`config.mk`:
```
export PLATFORM = sky130hd
export DESIGN_NAME = hbus_slave
export DESIGN_NICKNAME = d
export VERILOG_FILES = /design/src/rtl/hbus_pkg.sv /design/src/rtl/hbus_rst_sync.sv /design/src/rtl/hbus_sync.sv /design/src/rtl/hbus_cycle.sv /design/src/rtl/hbus_regs.sv /design/src/rtl/hbus_slave.sv
export SDC_FILE = /design/constraint.sdc
export NUM_CORES = 1
export LEC_CHECK = 0
export BUFFER_PORTS_ARGS = -buffer_cell sky130_fd_sc_hd__buf_2
export CAP_MARGIN = 15
export CORE_AREA = 2 2 179 181
export DETAILED_ROUTE_END_ITERATION = 10
export DIE_AREA = 0 0 181 183
export HOLD_SLACK_MARGIN = 0.12
export SYNTH_ARGS = -nofsm -noshare
export SYNTH_HDL_FRONTEND = slang
export SYNTH_SLANG_ARGS = --single-unit
```
`constraint.sdc`:
```
create_clock -name clk -period 7.4 [get_ports clk]
set_input_delay 0 -clock clk [delete_from_list [all_inputs] [get_ports clk]]
set_output_delay 0 -clock clk [all_outputs]
set_load 0.005 [all_outputs]
```
`src/rtl/hbus_pkg.sv`:
```
package hbus_pkg;

  typedef enum logic [1:0] {
    CYC_IDLE = 2'd0,
    CYC_WAIT = 2'd1,
    CYC_DONE = 2'd2
  } cyc_state_t;

  // register map anchors (offsets from address zero)
  localparam int ADR_STATUS = 0;
  localparam int ADR_MASK   = 1;
  localparam int ADR_CFG0   = 2;

endpackage

```
`src/rtl/hbus_rst_sync.sv`:
```
module hbus_rst_sync (
  input  logic clk,
  input  logic rst_n,
  output logic rst_sn
);

  logic stage_q;

  always_ff @(posedge clk or negedge rst_n) begin
    if (!rst_n) begin
      stage_q <= 1'b0;
      rst_sn  <= 1'b0;
    end else begin
      stage_q <= 1'b1;
      rst_sn  <= stage_q;
    end
  end

endmodule

```
`src/rtl/hbus_sync.sv`:
```
module hbus_sync #(
  parameter int               W       = 1,
  parameter logic [W-1:0]     RST_VAL = '0
) (
  input  logic         clk,
  input  logic         rst_n,
  input  logic [W-1:0] d,
  output logic [W-1:0] q
);

  logic [W-1:0] meta_q;

  always_ff @(posedge clk or negedge rst_n) begin
    if (!rst_n) begin
      meta_q <= RST_VAL;
      q      <= RST_VAL;
    end else begin
      meta_q <= d;
      q      <= meta_q;
    end
  end

endmodule

```
`src/rtl/hbus_cycle.sv`:
```
module hbus_cycle
  import hbus_pkg::*;
#(
  parameter int ADDR_W = 4,
  parameter int DATA_W = 8,
  parameter int HS_DLY = 2
) (
  input  logic              clk,
  input  logic              rst_n,
  input  logic              mode_sel,
  input  logic              mux_sel,
  input  logic              s_cs_n,
  input  logic              s_rw_rd,
  input  logic              s_ds_wr,
  input  logic              s_as_ale,
  input  logic [ADDR_W-1:0] s_addr,
  input  logic [DATA_W-1:0] s_data,
  output logic              wr_en,
  output logic [ADDR_W-1:0] wr_addr,
  output logic [DATA_W-1:0] wr_data,
  output logic [ADDR_W-1:0] lat_addr,
  output logic              bus_oe,
  output logic              hs_out
);

  localparam int CNT_W = (HS_DLY < 2) ? 1 : $clog2(HS_DLY);
  localparam logic [CNT_W-1:0] CNT_LAST = CNT_W'(HS_DLY - 1);

  cyc_state_t state_q, state_d;
  logic [CNT_W-1:0] cnt_q, cnt_d;
  logic act_q, as_q, rd_q;
  logic act_now, legal_now, rd_now, start_c, end_c, as_fall, busy;

  // strobe view that is common to both bus styles
  always_comb begin
    if (mode_sel) begin
      act_now   = !s_rw_rd || !s_ds_wr;
      legal_now = s_rw_rd ^ s_ds_wr;
      rd_now    = !s_rw_rd;
    end else begin
      act_now   = !s_ds_wr;
      legal_now = 1'b1;
      rd_now    = s_rw_rd;
    end
  end

  assign busy    = (state_q != CYC_IDLE);
  assign start_c = !busy && !s_cs_n && act_now && !act_q && legal_now;
  assign end_c   = !act_now || s_cs_n;
  assign as_fall = mux_sel && !s_as_ale && as_q;

  // next state
  always_comb begin
    state_d = state_q;
    cnt_d   = cnt_q;
    case (state_q)
      CYC_IDLE: begin
        if (start_c) begin
          state_d = CYC_WAIT;
          cnt_d   = '0;
        end
      end
      CYC_WAIT: begin
        if (end_c) begin
          state_d = CYC_IDLE;
        end else if (cnt_q == CNT_LAST) begin
          state_d = CYC_DONE;
        end else begin
          cnt_d = cnt_q + 1'b1;
        end
      end
      CYC_DONE: begin
        if (end_c) state_d = CYC_IDLE;
      end
      default: state_d = CYC_IDLE;
    endcase
  end

  // state registers
  always_ff @(posedge clk or negedge rst_n) begin
    if (!rst_n) begin
      state_q <= CYC_IDLE;
      cnt_q   <= '0;
      act_q   <= 1'b0;
      as_q    <= 1'b1;
    end else begin
      state_q <= state_d;
      cnt_q   <= cnt_d;
      act_q   <= act_now;
      as_q    <= s_as_ale;
    end
  end

  // cycle direction, captured at cycle start
  always_ff @(posedge clk or negedge rst_n) begin
    if (!rst_n) begin
      rd_q <= 1'b0;
    end else if (start_c) begin
      rd_q <= rd_now;
    end
  end

  // address latch: address phase on the shared bus, or address pins at start
  always_ff @(posedge clk or negedge rst_n) begin
    if (!rst_n) begin
      lat_addr <= '0;
    end else if (as_fall) begin
      lat_addr <= s_data[ADDR_W-1:0];
    end else if (start_c && !mux_sel) begin
      lat_addr <= s_addr;
    end
  end

  // write commits when the strobe is released with the chip still selected
  assign wr_en   = busy && !rd_q && !act_now && !s_cs_n;
  assign wr_addr = lat_addr;
  assign wr_data = s_data;

  assign bus_oe  = busy && rd_q;
  assign hs_out  = mode_sel ? (state_q != CYC_WAIT) : (state_q != CYC_DONE);

endmodule

```
`src/rtl/hbus_regs.sv`:
```
module hbus_regs
  import hbus_pkg::*;
#(
  parameter int ADDR_W = 4,
  parameter int DATA_W = 8,
  parameter int NALM   = 8
) (
  input  logic                     clk,
  input  logic                     rst_n,
  input  logic                     wr_en,
  input  logic [ADDR_W-1:0]        wr_addr,
  input  logic [DATA_W-1:0]        wr_data,
  input  logic [ADDR_W-1:0]        rd_addr,
  input  logic [NALM-1:0]          s_alarm,
  output logic [DATA_W-1:0]        rd_data,
  output logic [NALM-1:0]          alm_status,
  output logic                     irq_n,
  output logic [(2**ADDR_W-4)*DATA_W-1:0] cfg_out
);

  localparam int NCFG = 2**ADDR_W - 4;
  localparam logic [ADDR_W-1:0] A_STATUS = ADDR_W'(ADR_STATUS);
  localparam logic [ADDR_W-1:0] A_MASK   = ADDR_W'(ADR_MASK);
  localparam logic [ADDR_W-1:0] A_RAW    = ADDR_W'(2**ADDR_W - 2);

  logic [DATA_W-1:0] cfg_q [NCFG];
  logic [NALM-1:0]   mask_q, alm_prev_q, status_d, alm_rise, alm_clr;

  // configuration registers
  for (genvar k = 0; k < NCFG; k++) begin : g_cfg
    logic sel_k;
    assign sel_k = wr_en && (wr_addr == ADDR_W'(ADR_CFG0 + k));
    always_ff @(posedge clk or negedge rst_n) begin
      if (!rst_n) begin
        cfg_q[k] <= '0;
      end else if (sel_k) begin
        cfg_q[k] <= wr_data;
      end
    end
    assign cfg_out[k*DATA_W +: DATA_W] = cfg_q[k];
  end

  // interrupt mask
  always_ff @(posedge clk or negedge rst_n) begin
    if (!rst_n) begin
      mask_q <= '0;
    end else if (wr_en && (wr_addr == A_MASK)) begin
      mask_q <= wr_data[NALM-1:0];
    end
  end

  // alarm status: set on rising input, cleared by writing ones; set wins
  assign alm_rise = s_alarm & ~alm_prev_q;
  assign alm_clr  = (wr_en && (wr_addr == A_STATUS)) ? wr_data[NALM-1:0] : '0;
  assign status_d = (alm_status & ~alm_clr) | alm_rise;

  always_ff @(posedge clk or negedge rst_n) begin
    if (!rst_n) begin
      alm_prev_q <= '0;
      alm_status <= '0;
    end else begin
      alm_prev_q <= s_alarm;
      alm_status <= status_d;
    end
  end

  assign irq_n = !(|(alm_status & mask_q));

  // read multiplexer; the top address and anything unlisted read as zero
  always_comb begin
    rd_data = '0;
    if (rd_addr == A_STATUS) begin
      rd_data = DATA_W'(alm_status);
    end else if (rd_addr == A_MASK) begin
      rd_data = DATA_W'(mask_q);
    end else if (rd_addr == A_RAW) begin
      rd_data = DATA_W'(s_alarm);
    end else begin
      for (int k = 0; k < NCFG; k++) begin
        if (rd_addr == ADDR_W'(ADR_CFG0 + k)) rd_data = cfg_q[k];
      end
    end
  end

endmodule

```
`src/rtl/hbus_slave.sv`:
```
module hbus_slave #(
  parameter int ADDR_W = 4,
  parameter int DATA_W = 8,
  parameter int NALM   = 8,
  parameter int HS_DLY = 2
) (
  input  logic                            clk,
  input  logic                            rst_n,
  input  logic                            mode_sel,
  input  logic                            mux_sel,
  input  logic                            cs_n,
  input  logic                            rw_rd,
  input  logic                            ds_wr,
  input  logic                            as_ale,
  input  logic [ADDR_W-1:0]               addr,
  input  logic [DATA_W-1:0]               data_in,
  output logic [DATA_W-1:0]               data_out,
  output logic                            data_oe,
  output logic                            hs_out,
  output logic                            irq_n,
  input  logic [NALM-1:0]                 alarm_in,
  output logic [(2**ADDR_W-4)*DATA_W-1:0] cfg_out
);

  localparam int BUS_W = ADDR_W + DATA_W;

  logic              rst_sn;
  logic [3:0]        s_ctrl;
  logic [BUS_W-1:0]  s_bus;
  logic [NALM-1:0]   s_alarm;
  logic              wr_en;
  logic [ADDR_W-1:0] wr_addr, lat_addr;
  logic [DATA_W-1:0] wr_data, rd_data;
  logic [NALM-1:0]   alm_status;
  logic              bus_oe;

  hbus_rst_sync u_rst (
    .clk    (clk),
    .rst_n  (rst_n),
    .rst_sn (rst_sn)
  );

  hbus_sync #(.W(4), .RST_VAL(4'hF)) u_sync_ctrl (
    .clk   (clk),
    .rst_n (rst_sn),
    .d     ({cs_n, rw_rd, ds_wr, as_ale}),
    .q     (s_ctrl)
  );

  hbus_sync #(.W(BUS_W), .RST_VAL('0)) u_sync_bus (
    .clk   (clk),
    .rst_n (rst_sn),
    .d     ({addr, data_in}),
    .q     (s_bus)
  );

  hbus_sync #(.W(NALM), .RST_VAL('0)) u_sync_alm (
    .clk   (clk),
    .rst_n (rst_sn),
    .d     (alarm_in),
    .q     (s_alarm)
  );

  hbus_cycle #(.ADDR_W(ADDR_W), .DATA_W(DATA_W), .HS_DLY(HS_DLY)) u_cycle (
    .clk      (clk),
    .rst_n    (rst_sn),
    .mode_sel (mode_sel),
    .mux_sel  (mux_sel),
    .s_cs_n   (s_ctrl[3]),
    .s_rw_rd  (s_ctrl[2]),
    .s_ds_wr  (s_ctrl[1]),
    .s_as_ale (s_ctrl[0]),
    .s_addr   (s_bus[BUS_W-1:DATA_W]),
    .s_data   (s_bus[DATA_W-1:0]),
    .wr_en    (wr_en),
    .wr_addr  (wr_addr),
    .wr_data  (wr_data),
    .lat_addr (lat_addr),
    .bus_oe   (bus_oe),
    .hs_out   (hs_out)
  );

  hbus_regs #(.ADDR_W(ADDR_W), .DATA_W(DATA_W), .NALM(NALM)) u_regs (
    .clk        (clk),
    .rst_n      (rst_sn),
    .wr_en      (wr_en),
    .wr_addr    (wr_addr),
    .wr_data    (wr_data),
    .rd_addr    (lat_addr),
    .s_alarm    (s_alarm),
    .rd_data    (rd_data),
    .alm_status (alm_status),
    .irq_n      (irq_n),
    .cfg_out    (cfg_out)
  );

  assign data_oe  = bus_oe;
  assign data_out = bus_oe ? rd_data : '0;

endmodule

```
==> results.env <==
POWER.NET_SWITCHING_mW=0.7286
WORST_SETUP_PATH_START_KIND='flip-flop'
DRT-WIRELENGTH-PER-CELL_UM=21.68
COUNT_OF_WARNINGS_EMITTED_BY_YOSYS=0
DP_WORST_SETUP_SLACK_NS=4.415
DIEAREA_UM2=33120
DRIVE_ABOVE_1_SHARE=0.4021
FIRST_GLOBAL_VIAS=5726
NUMBER_OF_ENABLE_TYPE_REGISTER_CELLS_IN_THE_SYNTHESIZED_NETLIST=0
CTSRESIZECOUNT=0
FINALWIRELENGTH_UM=25320
WORST_HOLD_SLACK_NS=0.2008
VIA_PER_INST=4.830
NUMCLOCKSINKS=180
FIN_CRIT_SH=0.4861
SYNTH_AREA_LEADER_CELL='dfrtp_1'
PERIOD_NEEDED_NS=3.597
NUM_ANTENNA_CELLS=0
UNREPAIRED_SETUP_ENDPOINTS_AFTER_GLOBAL_ROUTING='false'
TIMING.CRITICAL_PATH.TO_TYPE='output port'
LARGEST_NET_DEGREE_AT_THE_START_OF_GLOBAL_ROUTING=65
POWER_LEAKAGE_nW=4.643
SLEW_VIOL_FINAL=0
MAX-CLOCK-PATH-BUFFERS=2
WORST-SLEW-PIN-TRANSITION_NS=0.9585
PWR-SHARE-CLK=0.366
CORE_BOX_AREA_UM2=31230
ANTENNA_FOUND_INITIAL=0
SETUP_SLACK_NS=3.803
SYN_TO_FINAL_GROWTH_PCT=24.61
IR_WORST_VDD_V=0.0001475
HOLD_BUFFERS=28
NET_SW_FRAC=0.3079
SEQPWRFRAC=0.481
SETUP_CRIT_PATH_KIND='flip-flop to output port'
DETAILEDROUTE.FIRSTPASSITERATIONCOUNT=5
NETLIST_TOP_CELLS_COUNT='dfrtp_1, mux2_2, nand2_1, clkbuf_1, nor2_1'
TRITONCTS='built'
MOST_FREQUENT_CELL_AFTER_SYNTHESIS='dfrtp_1'
WORSTPATHMAXFANOUT=35
DIE_W_UM=181
CTS_MADE_BUFFERS=17
N_FILL_CELL=3252
TIMING.FMAX_MHz=278.0
ASYNC_FLOP_SHARE=1.000
PORT_BUF_INSERTS=134
DIE_BOUNDARY_HEIGHT_UM=183
FINALSETUPTNS_NS=0
CLOCK-SKEW-FINAL_NS=0.01260
SYNTH.DISTINCT_CELLS=60
COMB_POWER_SHARE=0.153
REQUIRED_TIME_OF_THE_CRITICAL_PATH_NS=7.40
BUFFER_COUNT_FROM_POST_CTS_SETUP_FIXING=0
SYNTH_TOP_FLOP_CELL='dfrtp_1'
ROW_COUNT=65
VIA_COUNT=5642
TOP_LEVEL_PORTS=135
FINALSETUPVIOLATIONS=0
INITIAL_CORE_UTIL=0.2476
MAPPEDNETLISTAREA_UM2=7732
RUN_STATUS='complete, no violations'
DRC=0
HP-CLASS='input port to flip-flop'
CTSROOTBUFFERMASTER='clkbuf_16'
CTS_HTREE_LEVELS=4
WORSTPATHARRIVAL_NS=3.60
SYNTH.TOP_CELL.AREA_SHARE=0.5534
P_INT_mW=1.638
FINALHOLDVIOLATIONS=0
DRT_ITER0_MARKERS=522
CAP_VIOL_MAX_COUNT=0
NUM-NETS-FINAL=782
POSTSYNTHREGISTERBITS=180
FINAL-SEQ-AREA_UM2=4521
POWER_DENSITY_nW_PER_UM2=245.6
MAX_SLEW_MARGIN=0.3597
POSTSYNTHNETCOUNT=632
GRT.OVERFLOW.TOTAL=0
GRT.TOTAL_USAGE=0.1549
YS_TOP_CELLS_BY_AREA='dfrtp_1, mux2_2, dfstp_2'
MULTI_INPUT_COMB_AREA_UM2=3008
SYNTH_CELLS=603
GP_CONGESTION=0.8951
SYNTH.YOSYS.SEQ_AREA_SHARE=0.5840
CLK_PIN_SLEW_WORST_PATHS_NS=0.07
DP_HPWL_UM=18220
WORST_SKEW_PAIR.LATE_LATENCY_NS=0.44
ROUTE.ANTENNA.REMAINING_NETS=0
SYN_AVG_CELL_AREA_UM2=12.82
FIRST_PASS_GRT_WIRE_LENGTH_UM=37770
[path summary, 6_finish.rpt]
path / from / end / slack, ns / cells after the start
hold reg to reg: u_sync_bus.meta_q[2] / u_sync_bus.q[2] / 0.35 / 0
setup / recovery: u_cycle.lat_addr[0] / data_out[0] / 3.80 / 7
hold / removal: data_in[4] / u_sync_bus.meta_q[4] / 0.20 / 2
min in group asynchronous: rst_n / u_rst.rst_sn / 0.41 / 3
setup reg to reg: u_cycle.lat_addr[2] / u_regs.cfg_out[21] / 4.39 / 5
max in group asynchronous: u_rst.rst_sn / u_regs.cfg_out[95] / 5.65 / 1
[cell usage in the layout (no fill, tap or decap), types with 17 or more instances in the layout]
cell type and n:
a21oi_1 19, buf_2 134, clkbuf_16 17, dfrtp_1 169, dlygate4sd3_1 28, mux2_2 111
nand2_1 31, nor2_1 23, o21ai_0 18
[area by class of cell]
cell class,count,area share
well taps,402,0.05220
multi-input cells,371,0.3122
clock inverters,13,0.01234
flip-flops and latches,180,0.4692
inverters,15,0.005843
clock buffers,19,0.04493
repair buffers,168,0.1034
[cells by family (layout without fill, tap and decap cells)]
group	Yosys count	count (layout)	synth area share
compound gates	121	121	0.1115
xor+xnor	1	1	0.001133
fa+ha+maj	1	1	0.001618
buf+inv	52	215	0.02702
flops	180	180	0.5840
mux	127	127	0.1856
other cells	1	1	0.0004850
simple gates	120	120	0.08867
[metal layers]
layer | track usage | vias to the layer above | wire length [um]
li1 | - | 2505 | -
met5 | 0 | - | 0
met1 | 0.2039 | 2894 | 11250
met4 | 0.03902 | 0 | 459
met3 | 0.04249 | 26 | 1688
met2 | 0.2531 | 217 | 11930
[critical path: stages (launching register included)]
cell	delay [ns]
dfrtp_2	0.64
buf_4	0.53
nor2b_1	0.83
a21o_1	0.25
a222oi_1	0.08
o311ai_0	0.40
o221a_2	0.31
buf_2	0.12
[registers in the layout (all words and copies together) (netlist names), 4 cells and up]
name                flops
u_cycle.lat_addr        4
u_regs.mask_q           8
u_regs.alm_status       8
u_sync_alm.meta_q       8
u_sync_alm.q            8
u_regs.alm_prev_q       8
u_sync_bus.q           12
u_sync_ctrl.meta_q      4
u_sync_bus.meta_q      12
u_regs.cfg_out         96
u_sync_ctrl.q           4
[power groups by stage]
stage	registers (mW)	clock network (mW)	logic, mW
after CTS	1.14	0.887	0.362
after global routing	1.15	0.926	0.394
after detailed placement	1.16	0	0.349
after floorplan	1.11	0	0.237
after global placement	1.16	0	0.349
final	1.14	0.866	0.362
[through the flow]
step,area (um^2),utilization,std cells,total power [mW]
after floorplan,7732,-,603,1.351
final,9635,0.3085,1168,2.367
after CTS,9635,0.3085,1168,2.387
after global routing,9635,0.3085,1168,2.469
after global placement,8803,0.2819,1108,1.506
after detailed placement,8803,0.2819,1108,1.506
(Power assumes the default switching activity.)
